### src/rtl/hs_pkg.sv
package hs_pkg;

  typedef enum logic [3:0] {
    ST_IDLE   = 4'd0,
    ST_BUILD1 = 4'd1,
    ST_ACK1   = 4'd2,
    ST_SENT1  = 4'd3,
    ST_BUILD2 = 4'd4,
    ST_ACK2   = 4'd5,
    ST_SENT2  = 4'd6,
    ST_PKT6   = 4'd7,
    ST_PKT3   = 4'd8,
    ST_WAIT   = 4'd9,
    ST_TXLOOP = 4'd10
  } hs_state_t;

  typedef struct packed {
    logic req;
    logic treq;
    logic rd;
    logic done;
    logic ack;
  } hs_in_t;

  typedef struct packed {
    logic tack;
    logic peack;
    logic adb;
  } hs_out_t;

  localparam int HS_IN_W = $bits(hs_in_t);

  // Output levels held in each state, {tack, peack, adb}.
  function automatic hs_out_t state_outputs(hs_state_t s);
    hs_out_t o;
    case (s)
      ST_BUILD1: o = 3'b001;
      ST_ACK1:   o = 3'b011;
      ST_SENT1:  o = 3'b100;
      ST_BUILD2: o = 3'b101;
      ST_ACK2:   o = 3'b111;
      ST_PKT6:   o = 3'b110;
      ST_PKT3:   o = 3'b110;
      ST_TXLOOP: o = 3'b100;
      default:   o = 3'b000;
    endcase
    return o;
  endfunction

endpackage

### src/rtl/hs_sync.sv
module hs_sync #(
  parameter int WIDTH  = 5,
  parameter int STAGES = 2
) (
  input  logic             clk,
  input  logic             rst,
  input  logic [WIDTH-1:0] d,
  output logic [WIDTH-1:0] q
);

  for (genvar b = 0; b < WIDTH; b++) begin : g_bit
    logic [STAGES-1:0] chain;
    always_ff @(posedge clk) begin
      if (rst) chain <= '0;
      else if (STAGES == 1) chain <= d[b];
      else chain <= {chain[STAGES-2:0], d[b]};
    end
    assign q[b] = chain[STAGES-1];
  end

endmodule

### src/rtl/hs_arc_decode.sv
module hs_arc_decode
  import hs_pkg::*;
(
  input  hs_state_t cur,
  input  hs_in_t    in,
  output logic      hit,
  output hs_state_t nxt
);

  always_comb begin
    hit = 1'b0;
    nxt = cur;
    case (cur)
      ST_IDLE:
        if (in.req && in.treq && in.rd) begin hit = 1'b1; nxt = ST_BUILD1; end
      ST_BUILD1:
        if (in.done) begin hit = 1'b1; nxt = ST_ACK1; end
      ST_ACK1:
        if (!in.rd) begin hit = 1'b1; nxt = ST_SENT1; end
      ST_SENT1:
        if (!in.treq && !in.done && in.rd) begin hit = 1'b1; nxt = ST_BUILD2; end
        else if (!in.treq && !in.done && in.ack) begin hit = 1'b1; nxt = ST_PKT3; end
      ST_BUILD2:
        if (in.done) begin hit = 1'b1; nxt = ST_ACK2; end
      ST_ACK2:
        if (!in.rd) begin hit = 1'b1; nxt = ST_SENT2; end
      ST_SENT2:
        if (in.treq && !in.done && in.rd) begin hit = 1'b1; nxt = ST_BUILD1; end
        else if (in.treq && !in.done && in.ack) begin hit = 1'b1; nxt = ST_PKT6; end
      ST_PKT6:
        if (!in.ack && !in.treq) begin hit = 1'b1; nxt = ST_WAIT; end
      ST_PKT3:
        if (!in.ack) begin hit = 1'b1; nxt = ST_WAIT; end
      ST_WAIT:
        if (in.treq) begin hit = 1'b1; nxt = ST_TXLOOP; end
        else if (!in.req) begin hit = 1'b1; nxt = ST_IDLE; end
      ST_TXLOOP:
        if (!in.treq) begin hit = 1'b1; nxt = ST_WAIT; end
      default: begin hit = 1'b1; nxt = ST_IDLE; end
    endcase
  end

endmodule

### src/rtl/hs_state_reg.sv
module hs_state_reg
  import hs_pkg::*;
(
  input  logic      clk,
  input  logic      rst,
  input  logic      hit,
  input  hs_state_t nxt,
  input  logic      conflict,
  output hs_state_t cur,
  output hs_out_t   outs,
  output logic      err
);

  always_ff @(posedge clk) begin
    if (rst) begin
      cur  <= ST_IDLE;
      outs <= '0;
      err  <= 1'b0;
    end else begin
      if (conflict) err <= 1'b1;
      if (hit && !conflict) begin
        cur  <= nxt;
        outs <= state_outputs(nxt);
      end
    end
  end

  p_reset_r1: assert property (@(posedge clk)
    $past(rst) |-> (cur == ST_IDLE && outs == 3'b000 && !err));

  p_err_sticky_r9: assert property (@(posedge clk) disable iff (rst)
    err |=> err);

  p_hold_conflict_r9: assert property (@(posedge clk) disable iff (rst)
    conflict |=> ($stable(cur) && $stable(outs) && err));

  p_hold_nomatch_r8: assert property (@(posedge clk) disable iff (rst)
    !hit |=> ($stable(cur) && $stable(outs)));

endmodule

### src/rtl/send_hs_ctrl.sv
module send_hs_ctrl
  import hs_pkg::*;
#(
  parameter int SYNC_STAGES = 2
) (
  input  logic clk,
  input  logic rst,
  input  logic send_req,
  input  logic tx_req,
  input  logic q_read,
  input  logic addr_done,
  input  logic pkt_ack,
  output logic tx_ack,
  output logic pe_ack,
  output logic addr_build,
  output logic proto_err
);

  logic [HS_IN_W-1:0] raw_in;
  logic [HS_IN_W-1:0] syn_in;
  hs_in_t    s_in;
  hs_state_t cur, nxt;
  hs_out_t   outs;
  logic      hit;
  logic      conflict;

  assign raw_in = {send_req, tx_req, q_read, addr_done, pkt_ack};

  hs_sync #(.WIDTH(HS_IN_W), .STAGES(SYNC_STAGES)) u_sync (
    .clk(clk), .rst(rst), .d(raw_in), .q(syn_in)
  );

  assign s_in     = hs_in_t'(syn_in);
  assign conflict = s_in.rd && s_in.ack;

  hs_arc_decode u_dec (
    .cur(cur), .in(s_in), .hit(hit), .nxt(nxt)
  );

  hs_state_reg u_reg (
    .clk(clk), .rst(rst), .hit(hit), .nxt(nxt), .conflict(conflict),
    .cur(cur), .outs(outs), .err(err_w)
  );

  logic err_w;
  assign tx_ack     = outs.tack;
  assign pe_ack     = outs.peack;
  assign addr_build = outs.adb;
  assign proto_err  = err_w;

  // Build strobe only rises on an arc that needs queue read high.
  p_adb_rise_r2: assert property (@(posedge clk) disable iff (rst)
    $rose(addr_build) |-> $past(s_in.rd));

  // Acknowledge rises only after build done or packet acknowledge.
  p_peack_rise_r3: assert property (@(posedge clk) disable iff (rst)
    $rose(pe_ack) |-> $past(s_in.done || s_in.ack));

  // Leaving state 7 needs both transmit request and packet acknowledge low.
  p_pkt6_exit_r6: assert property (@(posedge clk) disable iff (rst)
    (cur == ST_PKT6 && (s_in.treq || s_in.ack)) |=> (cur == ST_PKT6));

endmodule

### config.mk
export PLATFORM = sky130hd
export DESIGN_NAME = send_hs_ctrl
export DESIGN_NICKNAME = d
export VERILOG_FILES = /design/src/rtl/hs_pkg.sv /design/src/rtl/hs_sync.sv /design/src/rtl/hs_arc_decode.sv /design/src/rtl/hs_state_reg.sv /design/src/rtl/send_hs_ctrl.sv
export SDC_FILE = /design/constraint.sdc
export NUM_CORES = 1
export LEC_CHECK = 0
export BUFFER_PORTS_ARGS = -buffer_cell sky130_fd_sc_hd__buf_2
export CAP_MARGIN = 10
export CORE_MARGIN = 8
export CORE_UTILIZATION = 55
export DETAILED_ROUTE_END_ITERATION = 8
export PLACE_DENSITY = 0.77
export SETUP_SLACK_MARGIN = 0.4
export SLEW_MARGIN = 30
export SYNTH_ARGS = -nofsm -noshare
export SYNTH_HDL_FRONTEND = slang
export SYNTH_SLANG_ARGS = --single-unit
### constraint.sdc
create_clock -name clk -period 6.7 [get_ports clk]
set_input_delay 0.67 -clock clk [delete_from_list [all_inputs] [get_ports clk]]
set_output_delay 0.67 -clock clk [all_outputs]
set_load 0.01 [all_outputs]
# Word level (Yosys, flattened, before mapping)
# Memory sizes are Yosys's and may differ from the RTL's. A register that Yosys moved wholly into a read port is not among the register bits.
# Cells that the tools add are included.
# word_totals
n_memories	1
ff_bits	15
word_cells	64
rom_bits	48
output_inout_bits	4
in_bits	7
# memory_table
memory	depth	word_bits	rd	rd_ports_with_merged_regs	wr	line	source
(no name shown)	16	3	1	1	0	hs_pkg.sv:36	case (s)
# op_classes
muxes	28
n_eq_ne	10
reduce_logical	18
# ops
cell	n
$mux W4	14
$pmux W4 S11	1
$eq A4 B3 Y1 const B	4
$eq A4 B4 Y1 const B	3
$mux W1	12
$logic_and A1 B1 Y1	11
$pmux W1 S9	1
$eq A4 B2 Y1 const B	2
$eq A4 B1 Y1 const B	1
$logic_not A1 Y1	4
$logic_not A4 Y1	1
$reduce_or A2 Y1	2

# Longest topological paths before layout
# logic_depth
word_depth	7
ltp_mapped	11
depth_no_buf	10

# By module
# From an unflattened synthesis, not the netlist that was laid out.
# unflattened
hier_cells	130
area_unflattened_um2	1103.6
# by_module_without_submodules
mod	n_inst	area_each_um2	cells_per_inst	seq_area_each_um2
hs_state_reg	1	400.4	46	160.2
hs_arc_decode	1	396.6	58	0.0
hs_sync	1	300.3	25	200.2
send_hs_ctrl	1	6.3	1	0.0

# Worst setup path before layout
# OpenSTA, ideal clock, no wires.
# synth_path
path_type	flip-flop to flip-flop
from	reg u_reg.cur[3]
to	reg u_reg.outs[0] (netlist name)
path_buffers	1
slack_ps	4415
synth_period_minus_slack_ps	2285
stages_incl_launch_ff	11
t_arrival_ps	2215
required_ps	6629
setup_time_ps	71
path_cell_list	dfxtp_1 > buf_6 > nor3b_1 > a2111oi_2 > a311oi_2 > or3_1 > inv_1 > ha_1 > mux2i_1 > or4_1 > a21oi_1
# synth_via
elab_chain_len	4
elab_cells_between_ends	30
classes_between	eq/ne (10); mux (16); reduce/logical (4)
# synth_lines
element	line	source
start, declared	hs_state_reg.sv:9	output hs_state_t cur,
start signal, assigned	hs_state_reg.sv:22	cur <= nxt;
$eq A4 B2 Y1, or another cell as far along	hs_arc_decode.sv:13	case (cur)
$reduce_or A2 Y1 (no line)	-	
$pmux W1 S9	hs_arc_decode.sv:13	
$logic_and A1 B1 Y1	hs_state_reg.sv:21	if (hit && !conflict) begin
# Parallel ways exist; a longest one is shown, timed or not.
# A chain may end at the register's enable or synchronous reset.

# Final worst setup path
# layout_path
from	reg u_reg.cur[2]
to	reg u_reg.outs[0] (netlist name)
# layout_via
elab_chain_len	4
elab_cells_between_ends	30
classes_between	eq/ne (10); mux (16); reduce/logical (4)
# layout_lines
element	line
$eq A4 B2 Y1, or another cell as far along	hs_arc_decode.sv:13
$reduce_or A2 Y1 (no line)	-
$pmux W1 S9	hs_arc_decode.sv:13
$logic_and A1 B1 Y1	hs_state_reg.sv:21
# Parallel ways exist; a longest one is shown, timed or not.

==> out/metrics.yaml <==
drtIter0Drc: 34
hold_end: "u_sync.g_bit[2].chain[1]$_SDFF_PP0_"
p_clk_share_pct: 22.4
synth_top_cell_area_share_pct: 35.4
dieArea_um2: 3480
syn-num-nets: 131
peakVddDrop_mv: 0.186
avgSynthCellArea_um2: 8.34
gp_congestion: 0.894
hold_depth: 1
synth_ff_type: "dfxtp_1"
ys.warnings.count: 0
p_comb_share_pct: 31.0
grt_pass1_vias: 861
final_hold_viol_count: 0
drt-vias-per-instance: 5.95
period_minus_slack_ns: 2.80
regArea_um2: 360
cts_hold_buf: 0
leakage_uw: 0.000435
post-route-period-util_pct: 41.7
synth_edf_count: 0
cts_inserted_buffers: 3
layout.nets: 138
start_util_pct: 58.9
insertedDiodeCount: 0
crit_required_ns: 6.93
die_h_um: 59.0
drive_gt1_share_pct: 14.1
h-tree-depth: 1
p_per_area_nw_per_um2: 269
grt_pass1_wl_mm: 3.92
slowest_delay_ns: 0.65
rows: 15
synth_common_cells: "18 x dfxtp_1, 14 x nor2b_1, 10 x nor2_1, 9 x a21oi_1"
clk_path_buf_depth: 2
clock_sinks: 18
synth_cell_types: 38
r2r_end: "u_reg.outs[0]$_SDFFE_PP0P_"
ys_seq_area_share_pct: 35.4
crit_path_end_kind: "register"
rr_startpoint: "u_reg.cur[2]$_SDFFE_PP0P_"
status: "finished clean"
grt.overflow.total: 0
area_growth_pct: 7.63
pwr-share-seq_pct: 46.7
antenna_found_initial: 0
startpoint: "u_reg.cur[2]$_SDFFE_PP0P_"
hold_start: "u_sync.g_bit[2].chain[0]$_SDFF_PP0_"
worst_slew_pin_slew_ns: 0.816
wl_mm: 2.25
multi_input_area_um2: 587
yosysMostFrequentCell: "dfxtp_1"
p_sw_uw: 101
final.fill_count: 161
track_usage_pct: 14.5
drc: 0
setup_viol_count_final: 0
crit_family: "simple AND/OR/NAND/NOR gates"
ff2ff_setup_slack_ns: 3.90
relSlewSlack_pct: 45.3
core_um2: 1730
vias: 911
ys_ff_latch: 18
wl_per_cell_um: 14.7
slowest_stage: "dfxtp_1"
synthTopCellsByArea: "dfxtp_1 35%, nor2b_1 8.6%, a21oi_1 4.4%"
synth_cells: 122
crit_path_frequent_cell: "or3_1"
synth_area_um2: 1020
cts.reportedPaths.clkPinSlew_ns: 0.10
hpwl_mm: 1.60
skew_ns: 0.00588
critPathMaxFanout: 17
io_pins: 11
p_int_uw: 193
hp-class: "reg2reg"
critPathArrivalTime_ns: 3.03
swShare_pct: 34.3
tns_ns: 0
cts_setup_buffers: 0
async_flop_share_pct: 0
firstDrtPassIters: 4
crit_type: "reg2reg"
grt_start_max_net_pins: 19
maxCapViolCount: 0
port-buffer-count: 10
path_buf_inv: 1
clk-insertion-delay-late_ns: 0.29
rsz0062_at_grt: "false"
start_kind: "register"
die_w_um: 59.0
ant_nets: 0
ff2ff_path_depth: 9
fmax_mhz: 358
holdWs_ns: 0.447
root_buffer: "clkbuf_4"
post_cts_resized: 0
synth_top_area_cell: "dfxtp_1"
tritoncts: "done"
crit_chain: "nand2b_1, or3_1, a311oi_2, or3_1, inv_1, ha_1, mux2i_1, or4_1, a21oi_1"
slew_violations: 0
## worst max-delay path by stage
stage | to | slack [ns] | depth (start not counted)
after floorplan | u_reg.outs[0]$_SDFFE_PP0P_ | 4.41 | 10
after global placement | u_reg.cur[2]$_SDFFE_PP0P_ | 3.91 | 6
after detailed placement | u_reg.outs[0]$_SDFFE_PP0P_ | 3.95 | 9
after CTS | u_reg.outs[0]$_SDFFE_PP0P_ | 3.94 | 9
after global routing | u_reg.outs[0]$_SDFFE_PP0P_ | 3.70 | 9
final | u_reg.outs[0]$_SDFFE_PP0P_ | 3.90 | 9
## cells in the final DEF, fill, tap and decap left out, types with 2 or more instances in the layout
cell | netlist | routed
nand2b_1 | 4 | 4
o21ai_0 | 8 | 8
buf_2 | 3 | 10
a21oi_1 | 9 | 9
nor3_1 | 3 | 3
o21bai_1 | 2 | 2
clkbuf_4 | 0 | 3
a211oi_1 | 3 | 3
or3_1 | 2 | 2
inv_1 | 8 | 8
nand2_1 | 5 | 5
nor3b_1 | 4 | 4
nor2b_1 | 14 | 14
dfxtp_1 | 18 | 18
ha_1 | 2 | 2
mux2i_1 | 3 | 3
nor2_1 | 10 | 10
## layout make-up
type / count / share of cell area [%]
inverters: 8 / 2.74
repair buffers: 10 / 4.57
clock buffers: 4 / 3.31
well taps: 25 / 2.86
flip-flops and latches: 18 / 32.9
multi-input cells: 88 / 53.6
## metrics by stage
step                      instance area [um2]  setup WS (ns)  instances  total power [uW]  util (%)
after global routing                     1090           3.70        153               317      63.4
after CTS                                1090           3.94        153               295      63.4
after global placement                   1050           3.91        149               223      61.0
after detailed placement                 1060           3.95        149               230      61.3
after floorplan                          1020           4.41        122               210         -
final                                    1090           3.90        153               294      63.4
## kinds of logic after synthesis
kind of cell               share of synthesized area (%)
buffers and inverters                               7.38
and+or+nand+nor                                     29.3
AOI/OAI and AO/OA                                   22.5
adders and majority gates                           2.46
muxes                                               2.95
DFF                                                 35.4
## registers in the layout, summed over array words and instances (netlist names)
register and flops:
u_reg.cur 4, u_sync.g_bit.chain 10, u_reg.err 1, u_reg.outs 3
## power groups by stage
stage,combinational [uW],sequential [uW],clock (uW)
floorplan,80.2,129,0
global placement,85.5,138,0
detailed placement,90.2,139,0
CTS,90.7,137,67.7
global route,104,140,72.4
finish,91.2,137,65.9
## metal layers
| metal | wire length (um) | vias up | track usage [%] | share of wire, % |
|---|---|---|---|---|
| li1 | - | 441 | - | - |
| met1 | 952 | 426 | 16.9 | 42 |
| met2 | 1090 | 38 | 24.0 | 48 |
| met3 | 188 | 6 | 4.34 | 8.4 |
| met4 | 21 | 0 | 5.80 | 0.93 |
| met5 | 0 | - | 0 | 0 |
Note: power is estimated with default switching activity, not from simulation.
